<file path="src/rtl/dram_sched_pkg.sv">
package dram_sched_pkg;
  typedef enum logic [1:0] {
    CMD_NONE = 2'd0,
    CMD_PRE  = 2'd1,
    CMD_ACT  = 2'd2,
    CMD_RD   = 2'd3
  } cmd_e;
endpackage

</file>
<file path="src/rtl/dsch_queue.sv">
module dsch_queue #(
  parameter int DEPTH  = 8,
  parameter int BANK_W = 2,
  parameter int ROW_W  = 8,
  parameter int TID_W  = 2
) (
  input  logic              clk_i,
  input  logic              rst_ni,
  input  logic              push_i,
  input  logic [BANK_W-1:0] push_bank_i,
  input  logic [ROW_W-1:0]  push_row_i,
  input  logic [TID_W-1:0]  push_tid_i,
  input  logic              pop_i,
  input  logic [$clog2(DEPTH)-1:0] pop_idx_i,
  output logic [DEPTH-1:0]  vld_o,
  output logic [BANK_W-1:0] bank_o [DEPTH],
  output logic [ROW_W-1:0]  row_o [DEPTH],
  output logic [TID_W-1:0]  tid_o [DEPTH],
  output logic              full_o
);
  localparam int IDX_W = $clog2(DEPTH);
  localparam int CNT_W = $clog2(DEPTH + 1);

  logic [BANK_W-1:0] bank_q [DEPTH];
  logic [BANK_W-1:0] bank_d [DEPTH];
  logic [ROW_W-1:0]  row_q  [DEPTH];
  logic [ROW_W-1:0]  row_d  [DEPTH];
  logic [TID_W-1:0]  tid_q  [DEPTH];
  logic [TID_W-1:0]  tid_d  [DEPTH];
  logic [CNT_W-1:0]  cnt_q, cnt_d;

  // index 0 is always the oldest entry; a pop compacts the entries above it
  always_comb begin
    bank_d = bank_q;
    row_d  = row_q;
    tid_d  = tid_q;
    cnt_d  = cnt_q;
    if (pop_i) begin
      for (int i = 0; i < DEPTH - 1; i++) begin
        if (i >= int'(pop_idx_i)) begin
          bank_d[i] = bank_q[i+1];
          row_d[i]  = row_q[i+1];
          tid_d[i]  = tid_q[i+1];
        end
      end
      cnt_d = cnt_q - CNT_W'(1);
    end
    if (push_i) begin
      bank_d[cnt_d[IDX_W-1:0]] = push_bank_i;
      row_d[cnt_d[IDX_W-1:0]]  = push_row_i;
      tid_d[cnt_d[IDX_W-1:0]]  = push_tid_i;
      cnt_d = cnt_d + CNT_W'(1);
    end
  end

  always_ff @(posedge clk_i or negedge rst_ni) begin
    if (!rst_ni) cnt_q <= '0;
    else         cnt_q <= cnt_d;
  end

  always_ff @(posedge clk_i) begin
    bank_q <= bank_d;
    row_q  <= row_d;
    tid_q  <= tid_d;
  end

  for (genvar g = 0; g < DEPTH; g++) begin : g_vld
    assign vld_o[g]  = cnt_q > CNT_W'(g);
    assign bank_o[g] = bank_q[g];
    assign row_o[g]  = row_q[g];
    assign tid_o[g]  = tid_q[g];
  end

  assign full_o = cnt_q == CNT_W'(DEPTH);
endmodule

</file>
<file path="src/rtl/dsch_bank.sv">
module dsch_bank #(
  parameter int ROW_W  = 8,
  parameter int T_BUSY = 10,
  parameter int T_HIT  = 5
) (
  input  logic             clk_i,
  input  logic             rst_ni,
  input  logic             pre_i,
  input  logic             act_i,
  input  logic             rd_i,
  input  logic [ROW_W-1:0] row_i,
  output logic             open_o,
  output logic             prech_o,
  output logic [ROW_W-1:0] row_o,
  output logic             busy_ok_o,
  output logic             rd_ok_o
);
  localparam int CW = $clog2(T_BUSY + 1);

  logic [CW-1:0] busy_q, rd_q;

  always_ff @(posedge clk_i or negedge rst_ni) begin
    if (!rst_ni) begin
      busy_q  <= '0;
      rd_q    <= '0;
      open_o  <= 1'b0;
      prech_o <= 1'b0;
      row_o   <= '0;
    end else begin
      if (pre_i || act_i || rd_i) busy_q <= CW'(T_BUSY - 1);
      else if (busy_q != '0)      busy_q <= busy_q - CW'(1);

      if (rd_i)                 rd_q <= CW'(T_HIT - 1);
      else if (pre_i || act_i)  rd_q <= CW'(T_BUSY - 1);
      else if (rd_q != '0)      rd_q <= rd_q - CW'(1);

      if (pre_i) begin
        open_o  <= 1'b0;
        prech_o <= 1'b1;
      end
      if (act_i) begin
        open_o  <= 1'b1;
        prech_o <= 1'b0;
        row_o   <= row_i;
      end
    end
  end

  assign busy_ok_o = busy_q == '0;
  assign rd_ok_o   = rd_q == '0;
endmodule

</file>
<file path="src/rtl/dsch_picker.sv">
module dsch_picker
  import dram_sched_pkg::*;
#(
  parameter int DEPTH  = 8,
  parameter int NBANK  = 4,
  parameter int BANK_W = 2,
  parameter int ROW_W  = 8
) (
  input  logic              mode_i,
  input  logic [DEPTH-1:0]  vld_i,
  input  logic [BANK_W-1:0] bank_i [DEPTH],
  input  logic [ROW_W-1:0]  row_i [DEPTH],
  input  logic [NBANK-1:0]  open_i,
  input  logic [NBANK-1:0]  prech_i,
  input  logic [ROW_W-1:0]  orow_i [NBANK],
  input  logic [NBANK-1:0]  busy_ok_i,
  input  logic [NBANK-1:0]  rd_ok_i,
  input  logic              bus_ok_i,
  output logic              issue_o,
  output logic [$clog2(DEPTH)-1:0] idx_o,
  output cmd_e              cmd_o,
  output logic [BANK_W-1:0] bank_o,
  output logic [ROW_W-1:0]  row_o
);
  localparam int IDX_W = $clog2(DEPTH);

  logic [DEPTH-1:0] hit, rdy;
  logic [NBANK-1:0] bank_hit;
  cmd_e             need [DEPTH];
  logic             hit_found;
  logic [IDX_W-1:0] hit_idx;

  always_comb begin
    bank_hit = '0;
    for (int i = 0; i < DEPTH; i++) begin
      hit[i] = vld_i[i] && open_i[bank_i[i]] && (orow_i[bank_i[i]] == row_i[i]);
      if (hit[i]) bank_hit[bank_i[i]] = 1'b1;
    end
    for (int i = 0; i < DEPTH; i++) begin
      if (hit[i])                need[i] = CMD_RD;
      else if (prech_i[bank_i[i]]) need[i] = CMD_ACT;
      else                       need[i] = CMD_PRE;
      // in hit-first mode a row with pending hits is not closed under them
      rdy[i] = vld_i[i] && (hit[i] ? (rd_ok_i[bank_i[i]] && bus_ok_i)
                                   : (busy_ok_i[bank_i[i]] &&
                                      !(mode_i && need[i] == CMD_PRE && bank_hit[bank_i[i]])));
    end
  end

  always_comb begin
    issue_o   = 1'b0;
    idx_o     = '0;
    hit_found = 1'b0;
    hit_idx   = '0;
    if (!mode_i) begin
      issue_o = rdy[0];
    end else begin
      for (int i = DEPTH - 1; i >= 0; i--) begin
        if (rdy[i]) begin
          issue_o = 1'b1;
          idx_o   = IDX_W'(i);
        end
        if (rdy[i] && hit[i]) begin
          hit_found = 1'b1;
          hit_idx   = IDX_W'(i);
        end
      end
      if (hit_found) idx_o = hit_idx;
    end
    cmd_o  = need[idx_o];
    bank_o = bank_i[idx_o];
    row_o  = row_i[idx_o];
  end
endmodule

</file>
<file path="src/rtl/dsch_done_pipe.sv">
module dsch_done_pipe #(
  parameter int LAT   = 16,
  parameter int TID_W = 2
) (
  input  logic             clk_i,
  input  logic             rst_ni,
  input  logic             vld_i,
  input  logic [TID_W-1:0] tid_i,
  output logic             vld_o,
  output logic [TID_W-1:0] tid_o
);
  logic [LAT-1:0]   vld_q;
  logic [TID_W-1:0] tid_q [LAT];

  always_ff @(posedge clk_i or negedge rst_ni) begin
    if (!rst_ni) vld_q <= '0;
    else         vld_q <= {vld_q[LAT-2:0], vld_i};
  end

  always_ff @(posedge clk_i) begin
    tid_q[0] <= tid_i;
    for (int i = 1; i < LAT; i++) tid_q[i] <= tid_q[i-1];
  end

  assign vld_o = vld_q[LAT-1];
  assign tid_o = tid_q[LAT-1];
endmodule

</file>
<file path="src/rtl/dram_sched.sv">
module dram_sched
  import dram_sched_pkg::*;
#(
  parameter int DEPTH   = 8,
  parameter int NBANK   = 4,
  parameter int ROW_W   = 8,
  parameter int TID_W   = 2,
  parameter int TIME_W  = 32,
  parameter int T_BUSY  = 10,
  parameter int T_HIT   = 5,
  parameter int T_BURST = 5
) (
  input  logic                     clk_i,
  input  logic                     rst_ni,
  input  logic                     mode_i,
  input  logic                     req_valid_i,
  output logic                     req_ready_o,
  input  logic [$clog2(NBANK)-1:0] req_bank_i,
  input  logic [ROW_W-1:0]         req_row_i,
  input  logic [TID_W-1:0]         req_tid_i,
  output logic                     cmd_valid_o,
  output logic [1:0]               cmd_type_o,
  output logic [$clog2(NBANK)-1:0] cmd_bank_o,
  output logic [ROW_W-1:0]         cmd_row_o,
  output logic                     done_valid_o,
  output logic [TID_W-1:0]         done_tid_o,
  output logic [TIME_W-1:0]        done_time_o
);
  localparam int BANK_W   = $clog2(NBANK);
  localparam int IDX_W    = $clog2(DEPTH);
  localparam int DONE_LAT = T_BUSY + T_BURST + 1;
  localparam int BUS_W    = $clog2(T_BURST + 1);

  logic [DEPTH-1:0]  q_vld;
  logic [BANK_W-1:0] q_bank [DEPTH];
  logic [ROW_W-1:0]  q_row  [DEPTH];
  logic [TID_W-1:0]  q_tid  [DEPTH];
  logic              q_full;

  logic [NBANK-1:0]  b_open, b_prech, b_busy_ok, b_rd_ok;
  logic [ROW_W-1:0]  b_row [NBANK];

  logic              sel_issue;
  logic [IDX_W-1:0]  sel_idx;
  cmd_e              sel_cmd;
  logic [BANK_W-1:0] sel_bank;
  logic [ROW_W-1:0]  sel_row;
  logic              sel_rd;

  logic [BUS_W-1:0]  bus_q;
  logic [TIME_W-1:0] now_q;
  logic              push;

  assign push        = req_valid_i && !q_full;
  assign req_ready_o = !q_full;
  assign sel_rd      = sel_issue && (sel_cmd == CMD_RD);

  dsch_queue #(
    .DEPTH(DEPTH), .BANK_W(BANK_W), .ROW_W(ROW_W), .TID_W(TID_W)
  ) u_queue (
    .clk_i       (clk_i),
    .rst_ni      (rst_ni),
    .push_i      (push),
    .push_bank_i (req_bank_i),
    .push_row_i  (req_row_i),
    .push_tid_i  (req_tid_i),
    .pop_i       (sel_rd),
    .pop_idx_i   (sel_idx),
    .vld_o       (q_vld),
    .bank_o      (q_bank),
    .row_o       (q_row),
    .tid_o       (q_tid),
    .full_o      (q_full)
  );

  for (genvar b = 0; b < NBANK; b++) begin : g_bank
    logic hit_me;
    assign hit_me = sel_issue && (sel_bank == BANK_W'(b));
    dsch_bank #(
      .ROW_W(ROW_W), .T_BUSY(T_BUSY), .T_HIT(T_HIT)
    ) u_bank (
      .clk_i     (clk_i),
      .rst_ni    (rst_ni),
      .pre_i     (hit_me && sel_cmd == CMD_PRE),
      .act_i     (hit_me && sel_cmd == CMD_ACT),
      .rd_i      (hit_me && sel_cmd == CMD_RD),
      .row_i     (sel_row),
      .open_o    (b_open[b]),
      .prech_o   (b_prech[b]),
      .row_o     (b_row[b]),
      .busy_ok_o (b_busy_ok[b]),
      .rd_ok_o   (b_rd_ok[b])
    );
  end

  dsch_picker #(
    .DEPTH(DEPTH), .NBANK(NBANK), .BANK_W(BANK_W), .ROW_W(ROW_W)
  ) u_pick (
    .mode_i    (mode_i),
    .vld_i     (q_vld),
    .bank_i    (q_bank),
    .row_i     (q_row),
    .open_i    (b_open),
    .prech_i   (b_prech),
    .orow_i    (b_row),
    .busy_ok_i (b_busy_ok),
    .rd_ok_i   (b_rd_ok),
    .bus_ok_i  (bus_q == '0),
    .issue_o   (sel_issue),
    .idx_o     (sel_idx),
    .cmd_o     (sel_cmd),
    .bank_o    (sel_bank),
    .row_o     (sel_row)
  );

  dsch_done_pipe #(
    .LAT(DONE_LAT), .TID_W(TID_W)
  ) u_done (
    .clk_i  (clk_i),
    .rst_ni (rst_ni),
    .vld_i  (sel_rd),
    .tid_i  (q_tid[sel_idx]),
    .vld_o  (done_valid_o),
    .tid_o  (done_tid_o)
  );

  always_ff @(posedge clk_i or negedge rst_ni) begin
    if (!rst_ni) begin
      cmd_valid_o <= 1'b0;
      cmd_type_o  <= 2'd0;
      cmd_bank_o  <= '0;
      cmd_row_o   <= '0;
      bus_q       <= '0;
      now_q       <= '0;
    end else begin
      cmd_valid_o <= sel_issue;
      cmd_type_o  <= sel_issue ? sel_cmd : CMD_NONE;
      cmd_bank_o  <= sel_bank;
      cmd_row_o   <= sel_row;
      now_q       <= now_q + TIME_W'(1);
      if (sel_rd)            bus_q <= BUS_W'(T_BURST - 1);
      else if (bus_q != '0)  bus_q <= bus_q - BUS_W'(1);
    end
  end

  assign done_time_o = now_q;
endmodule

</file>
<file path="config.mk">
export PLATFORM = sky130hd
export DESIGN_NAME = dram_sched
export DESIGN_NICKNAME = d
export VERILOG_FILES = /design/src/rtl/dram_sched_pkg.sv /design/src/rtl/dsch_queue.sv /design/src/rtl/dsch_bank.sv /design/src/rtl/dsch_picker.sv /design/src/rtl/dsch_done_pipe.sv /design/src/rtl/dram_sched.sv
export SDC_FILE = /design/constraint.sdc
export NUM_CORES = 1
export LEC_CHECK = 0
export CORE_UTILIZATION = 45
export CTS_CLUSTER_DIAMETER = 50
export DETAILED_ROUTE_END_ITERATION = 10
export DONT_BUFFER_PORTS = 1
export PLACE_DENSITY = 0.61
export SKIP_LAST_GASP = 1
export SYNTH_ARGS = -nofsm -noshare
export SYNTH_HDL_FRONTEND = slang
export SYNTH_SLANG_ARGS = --single-unit
</file>
<file path="constraint.sdc">
create_clock -name clk_i -period 8.8 [get_ports clk_i]
set_input_delay 0.44 -clock clk_i [delete_from_list [all_inputs] [get_ports clk_i]]
set_output_delay 0.44 -clock clk_i [all_outputs]
set_load 0.005 [all_outputs]
</file>
# Word level (Yosys, flattened, before mapping)

Memories as Yosys holds them, arrays and structs flattened.
Cells that the tools add are included.

Bits in registers: 236
RAM bits: 32
Input bits: 16
Output and inout bits: 49
Logic and storage cells: 562
Memories kept: 1

$add $sub $neg: 12
$lt $le $gt $ge: 42
Equality and inequality tests: 23
Multiplexer cells: 275
Bitwise logic cells: 17
Reductions and logical operators: 140

Memory list:

| name         | depth | width | rd ports | clocked after Yosys merged registers in | wr ports | RTL line             | RTL |
|---|---|---|---|---|---|---|---|
| u_done.tid_q | 16    | 2     | 16       | 0                                       | 16       | dsch_done_pipe.sv:13 | `logic [TID_W-1:0] tid_q [LAT];` |

Operators with widths:

| operator                | number |
|---|---|
| $mux W8                 | 26 |
| $bmux W8 S2             | 8 |
| $mux W4                 | 30 |
| $logic_and A1 B1 Y1     | 91 |
| $mux W1                 | 90 |
| $bmux W1 S2             | 40 |
| $mux W2                 | 38 |
| $bwmux W64              | 1 |
| $eq A8 B8 Y1            | 8 |
| $mux W64                | 1 |
| $mux W3                 | 20 |
| $mux W56                | 1 |
| $sub A4 B1 Y4 const B   | 9 |
| $add A32 B1 Y32 const B | 1 |
| $bwmux W16              | 2 |
| $logic_not A4 Y1        | 8 |
| $mux W16                | 2 |
| $reduce_bool A4 Y1      | 8 |
| $mux W14                | 2 |
| $or A4 B4 Y4            | 7 |
| $bmux W8 S3             | 1 |
| $demux W8 S3            | 1 |
| $ge A3 B3 Y1 const B    | 8 |
| $lt A2 B3 Y1 const B    | 8 |
| 25 further kinds        | 98 |

# Longest topological paths before layout

Gate-level depths: netlist of the first run.

Depth after elaboration: 54
Gate-level depth with buffers: 23
Gate-level depth less buffers: 20

# Hierarchy

Synthesis of the first run repeated with hierarchy kept, for this count alone.

Cells, all modules: 1,608
Area total of the unflattened synthesis: 17,123.9 µm²

Modules (own cells, without submodules):

| module         | instances | cells an instance | area each (µm²) | sequential area each (µm²) |
|---|---|---|---|---|
| dsch_picker    | 1         | 728               | 6,217.2         | 0.0 |
| dsch_queue     | 1         | 401               | 4,520.6         | 2,142.1 |
| dsch_bank      | 4         | 64                | 809.5           | 450.4 |
| dram_sched     | 1         | 173               | 2,092.0         | 1,201.2 |
| dsch_done_pipe | 1         | 50                | 1,056.0         | 1,041.0 |

# Worst setup path after synthesis of the first run

Ideal clock, no wire load.

Path type: reg2reg
Start point: register with a tool-made name
End point: register with a tool-made name
Library setup time: 0.395 ns
Arrival: 5.061 ns
Data required time: 8.405 ns
Slack: 3.343 ns
Cell stages (with the launch flop): 19
Buffers on the path: 2
Period minus slack after synthesis: 5.457 ns
Cells stage by stage: edfxtp_1 -> clkbuf_1 -> buf_2 -> mux4_2 -> xnor2_1 -> nand4_1 -> or4_1 -> o2111ai_2 -> nor3_1 -> a2111oi_1 -> a31oi_1 -> nor2_2 -> o211a_1 -> o21ai_4 -> o311ai_1 -> a32oi_4 -> nand4_4 -> inv_1 -> o21ai_0

==> results of run 1 <==
[logic make-up (layout without fill, tap and decap cells)]
kind of cell               count (synthesis)  in the layout  synth area share
AOI/OAI and AO/OA                        194            194            0.0844
muxes                                    343            343             0.271
adders and majority gates                 19             19            0.0138
other                                      0              1                 0
buffers and inverters                    148            172            0.0384
xor gates and xnor gates                 136            136            0.0693
and+or+nand+nor                          536            536             0.163
DFF                                      268            268             0.360
[what timing repair did]
action	4_1_cts	5_1_grt
resized for setup	0	0
hold endpoints to repair	221	2
setup endpoints to repair	0	0
hold buffers	14	2
[metrics by stage]
step | util | setup WS [ps] | cell area [sq um] | instances | hold WS [ps]
final | 0.508 | 1330 | 19100 | 2180 | 12.6
after global routing | 0.508 | 973 | 19100 | 2180 | 3.67
after CTS | 0.507 | 1410 | 19100 | 2177 | 0.260
after detailed placement | 0.470 | 1440 | 17700 | 2097 | 149
after global placement | 0.470 | 1470 | 17700 | 2097 | 149
after floorplan | - | 3340 | 17200 | 1644 | 144
[worst max-delay path, cell delays in order, from the launching register on]
cell       delay [ps]
dfxtp_1          1060
mux4_2            620
xnor2_1           150
and2_1            200
nor3b_1           180
and4b_1           230
a221oi_2          800
a31oi_1           180
o2111ai_1         470
a21oi_1           190
a31oi_1           350
or2_2             610
nand3_1           230
a32oi_4           310
nand4_4           400
a21oi_1           450
buf_4             280
mux2_2            350
mux2_2            260
[cell usage after synthesis, drive strengths merged, types with 27 or more instances]
library cell	count	area, sq um
nand4	27	190
inv	45	169
buf	52	300
mux2	198	2270
dfrtp	140	3500
o21ai	47	250
nand2	158	593
xnor2	99	867
clkbuf	50	188
nor3	48	260
xor2	37	324
mux4	75	1690
dfxtp	116	2320
nand3	69	345
mux2i	70	701
nor2	88	348
[layer usage]
| metal | share of wire | wire length (um) | GRT usage |
|---|---|---|---|
| met5 | 0 | 0 | 0 |
| met4 | 0.076 | 4450 | 0.211 |
| met2 | 0.45 | 26700 | 0.479 |
| met1 | 0.40 | 23300 | 0.380 |
| met3 | 0.074 | 4320 | 0.0669 |
[final timing paths]
check / endpoint / slack, ps / cells past startpoint
max: u_queue.tid_o[2] / 1330 / 18
min: u_queue.row_o[33] / 10 / 1
max reg2reg: u_queue.tid_o[2] / 1330 / 18
min reg2reg: u_done.tid_q[1][10] / 320 / 0
max in group asynchronous: u_queue.cnt_q[0] / 7700 / 2
min in group asynchronous: g_bank[1].u_bank.rd_q[2] / 530 / 2
[state kept, by name, indices dropped and copies added (netlist names), 8 cells and up, named ones only]
register and count:
done_time_o 32, u_done.tid_q 32, u_queue.bank_o 14, g_bank.u_bank.busy_q 16, u_done.vld_q 16, cmd_row_o 8, u_queue.row_o 56, u_queue.tid_o 14
g_bank.u_bank.rd_q 16, g_bank.u_bank.row_o 32
[final cells by class]
cell class | instances | area, sq um
multi-input cells | 1228 | 10400
diodes | 1 | 2.50
clock inverters | 21 | 255
flip-flops and latches | 268 | 6190
well taps | 511 | 639
inverters | 46 | 173
clock buffers | 45 | 995
repair buffers | 60 | 508
fillers | 3396 | 18500
==> reports/results.tsv, run 1 <==
metric	value	unit
fin_crit_sh	0.849	
place_hpwl	43300	um
drv_slew	0	
status	complete, no violations	
post-route-drc-count	0	
ys_ff_latch	268	
layout_common_cells	162 x mux2_2, 158 x nand2_1, 140 x dfrtp_1, 116 x dfxtp_1, 99 x xnor2_1	
ys_types	97	
postRouteAntennaNets	0	
cts_setup_buffers	0	
crit_required	9270	ps
postSynth.asyncResetShare	0.522	
port_buffers	0	
hp-class	in -> reg	
tritoncts	built	
worst-setup-path-type	reg -> reg	
seq_area_frac_synth	0.360	
die_h	197	um
finalWirelength	58800	um
final_common_cell	mux2_2	
vias_per_cell	6.34	
cts.root.buffer_cell	clkbuf_16	
synth_area_per_cell	10.5	sq um
maxCapViolations	0	
core	37700	sq um
track_usage	0.307	
initial_core_util	0.456	
grt_pass1_wl	88200	um
die_width	197	um
slew_headroom	0.255	
drt_iter0_markers	1330	
cts_sinks	268	
clkTransAtPathRegs	60	ps
rsz0062_at_grt	false	
syn2layout_area_growth	11.3	%
num_io_pins	65	
wire_per_inst	27.0	um
synth_area	17200	sq um
crit_fanout	29	
die-area	39000	sq um
layout-drive-gt1-share	0.240	
grt_pass1_vias	13400	
antenna_found_initial	1	
crit_start	u_queue.bank_o[8]	
rows	71	
cts_buffers	36	
worstHoldStart	req_row_i[1]	
route.vias.total	13800	
r2r-start	u_queue.bank_o[8]	
synth_cells	1644	
clock_latency	580	ps
grt_max_degree	141	
ys.warnings.count	0	
min_period	7470	ps
h-tree-depth	2	
tightest_slew	1120	ps
syn_nets	1679	
drt_first_pass_iters	5	
finalSetupViolCount	0	
fmax	0.134	GHz
startpoint_type	flop	
gp_congestion	1.04	
grt-ovfl-total	0	
worstPathArrival	7940	ps
synth-main-ff-cell	dfrtp_1	
finalHoldViolations	0	
max-clock-path-buffers	3	
synth_edf_count	12	
endpoint_kind	flop	
fin_nets	1675	
tns	0	ps
clock-skew-final	39.6	ps
Power of run 1 is left out: the tool's default activity adds up to more than one toggle a clock period on the data nets, which glitch-free logic cannot reach.
==> inputs of run 2 (changes only) <==
--- a/config.mk
+++ b/config.mk
@@ -5,11 +5,12 @@
 export SDC_FILE = /design/constraint.sdc
 export NUM_CORES = 1
 export LEC_CHECK = 0
+export ABC_AREA = 1
 export CORE_UTILIZATION = 45
 export CTS_CLUSTER_DIAMETER = 50
 export DETAILED_ROUTE_END_ITERATION = 10
 export DONT_BUFFER_PORTS = 1
-export PLACE_DENSITY = 0.61
+export PLACE_DENSITY = 0.63
 export SKIP_LAST_GASP = 1
 export SYNTH_ARGS = -nofsm -noshare
 export SYNTH_HDL_FRONTEND = slang
==> constraint.sdc (replaced) <==
create_clock -name clk_i -period 6.5 [get_ports clk_i]
set_input_delay 0.325 -clock clk_i [delete_from_list [all_inputs] [get_ports clk_i]]
set_output_delay 0.325 -clock clk_i [all_outputs]
set_load 0.005 [all_outputs]
==> run 2 against run 1 <==
  * Die area grew 1.3%
  * Via count grew 36%
  * Register-to-register slack got worse by 820 ps
  * Synthesized cell count up 63%
  * First-iteration DRC count increased by 84%
  * Area after synthesis rose by 1.3%
  * Routed wire length up 32%
  * Critical path depth increased by 12
  * Count of clock-buffer cells in the layout rose by 7
  * Clock skew is 12 ps lower
  * Hold slack improved by 160 ps
  * Largest cell class unchanged
==> reports/results.tsv, run 2 <==
metric	value	unit
fin_nets	2736	
synthAdderAreaFrac	0.0137	
port_buffers	0	
antenna_found_initial	4	
fin_crit_sh	0.922	
drt_first_pass_iters	9	
finalHoldViolations	0	
synth_simple_gate_area_frac	0.382	
wl_met1	30000	um
clock-skew-final	27.4	ps
ys_types	52	
tightest_slew	1010	ps
seq_area_frac_synth	0.355	
crit_cells	30	
path_common_cell	nand2_1	
wl_met3	8250	um
syn_nets	2720	
hp-class	in -> reg	
drv_slew	0	
crit_start	u_queue.bank_o[14]	
yosysTopAreaCellShare	0.226	
endpoint	u_queue.row_o[55]	
synth_common_cells	1049 x nand2_1, 244 x inv_1, 181 x nor2_1, 171 x nand3_1, 155 x o21ai_0	
cp_top_family	simple AND/OR/NAND/NOR gates	
finalSetupViolCount	0	
drt_iter0_markers	2451	
highest_layer	met5	
final_common_cell	nand2_1	
rows	71	
route.vias.total	18800	
multi_input_area	9600	sq um
grt_pass1_vias	17500	
track_usage	0.398	
synth_xor_area_frac	0.0181	
synth_top_family_by_area	simple AND/OR/NAND/NOR gates	
synth_edf_count	12	
synth-main-ff-cell	dfrtp_1	
finalWirelength	77500	um
place_hpwl	58100	um
die_width	199	um
fillers	3869	
endpoint_kind	flop	
r2r-start	u_queue.bank_o[14]	
crit_fanout	23	
gp_congestion	1.08	
largest_reg_flops	56	
max_stage_delay	750	ps
maxCapViolations	0	
syn2layout_area_growth	12.9	%
fmax	0.167	GHz
min_period	5990	ps
slew_headroom	0.320	
r2r_cells	30	
startpoint_type	flop	
path_buf_inv	5	
h-tree-depth	2	
synth_compound_area_frac	0.135	
clkTransAtPathRegs	60	ps
layout-drive-gt1-share	0.0948	
post_cts_resized	0	
synth_cells	2685	
top_register	u_queue.row_o	
layout_common_cells	1049 x nand2_1, 244 x inv_1, 181 x nor2_1, 171 x nand3_1, 155 x o21ai_0	
cts_buffers	40	
cts.root.buffer_cell	clkbuf_16	
postSynth.asyncResetShare	0.522	
worstPathArrival	6510	ps
grt-ovfl-total	0	
r2r_slack	510	ps
ys.warnings.count	0	
vias_per_cell	5.78	
slowest_stage	dfxtp_1	
grt_max_degree	141	
synth_mux_area_frac	0.00194	
wl_met2	33100	um
tns	0	ps
seq_area	6190	sq um
initial_core_util	0.460	
post-route-drc-count	0	
postRouteAntennaNets	0	
core	37800	sq um
synth_area	17400	sq um
clock_latency	580	ps
die_h	199	um
die-area	39500	sq um
tritoncts	built	
cts_sinks	268	
max-clock-path-buffers	3	
worst-setup-path-type	reg -> reg	
grt_pass1_wl	113000	um
status	complete, no violations	
num_io_pins	65	
wire_per_inst	23.9	um
worstReg2RegEnd	u_queue.row_o[55]	
synthTopCellsByArea	nand2_1 23%, dfrtp_1 20%, dfxtp_1 13%, inv_1 5.3%, nand3_1 4.9%	
synth_area_per_cell	6.48	sq um
ys_ff_latch	268	
worstHoldStart	req_valid_i	
cts_setup_buffers	0	
yosysMostFrequentCell	nand2_1	
yosysTopAreaCell	nand2_1	
crit_required	7010	ps
rsz0062_at_grt	false	
==> run 2: final cells by class <==
| class | instances | area share |
|---|---|---|
| well taps | 511 | 0.0325 |
| clock buffers | 52 | 0.0579 |
| repair buffers | 87 | 0.0385 |
| flip-flops and latches | 268 | 0.315 |
| diodes | 1 | 0.000127 |
| multi-input cells | 2033 | 0.488 |
| inverters | 271 | 0.0519 |
| clock inverters | 21 | 0.0158 |
==> run 2: layer usage <==
metal	vias up	global-route usage
li1	8707	-
met3	315	0.0780
met1	8562	0.499
met4	2	0.283
met2	1180	0.612
met5	-	0
==> run 2: how the worst min path moves through the flow <==
stage / endpoint / depth (start not counted)
2_1_floorplan: bus_q[0] / 0
3_3_place_gp: u_done.vld_q[15] / 0
3_5_place_dp: g_bank[1].u_bank.busy_q[3] / 0
4_1_cts: u_queue.cnt_q[0] / 3
5_1_grt: u_queue.cnt_q[0] / 3
6_report: u_queue.cnt_q[0] / 3
==> run 2: worst register-to-register path, delay by kind of cell, from the launching register on <==
kind	cells	cell delay, ps
DFF	1	750
AOI/OAI and AO/OA	2	320
buffers and inverters	5	950
and+or+nand+nor	23	3930
==> run 2: kinds of logic (layout without fill, tap and decap cells) <==
group | count (synthesis) | in the layout
mux | 3 | 3
fa+ha+maj | 19 | 19
buf+inv | 384 | 431
xor+xnor | 36 | 36
simple gates | 1566 | 1566
other cells | 0 | 1
flops | 268 | 268
compound gates | 409 | 409
==> run 2: what timing repair did <==
action / in CTS / in global routing
endpoints found under the hold margin: 236 / 0
hold buffers: 14 / 0
endpoints found under the setup margin: 0 / 0
==> run 2: metrics by stage <==
step	utilization	cells	setup WS, ps	instance area (sq um)	hold slack, ps
after floorplan	-	2685	2320	17400	29.4
after global routing	0.519	3244	211	19700	208
after global placement	0.477	3156	892	18000	31.9
final	0.519	3244	509	19700	172
after detailed placement	0.477	3156	854	18000	32.6
after CTS	0.519	3243	771	19600	153
Power of run 2 is left out for the same reason.
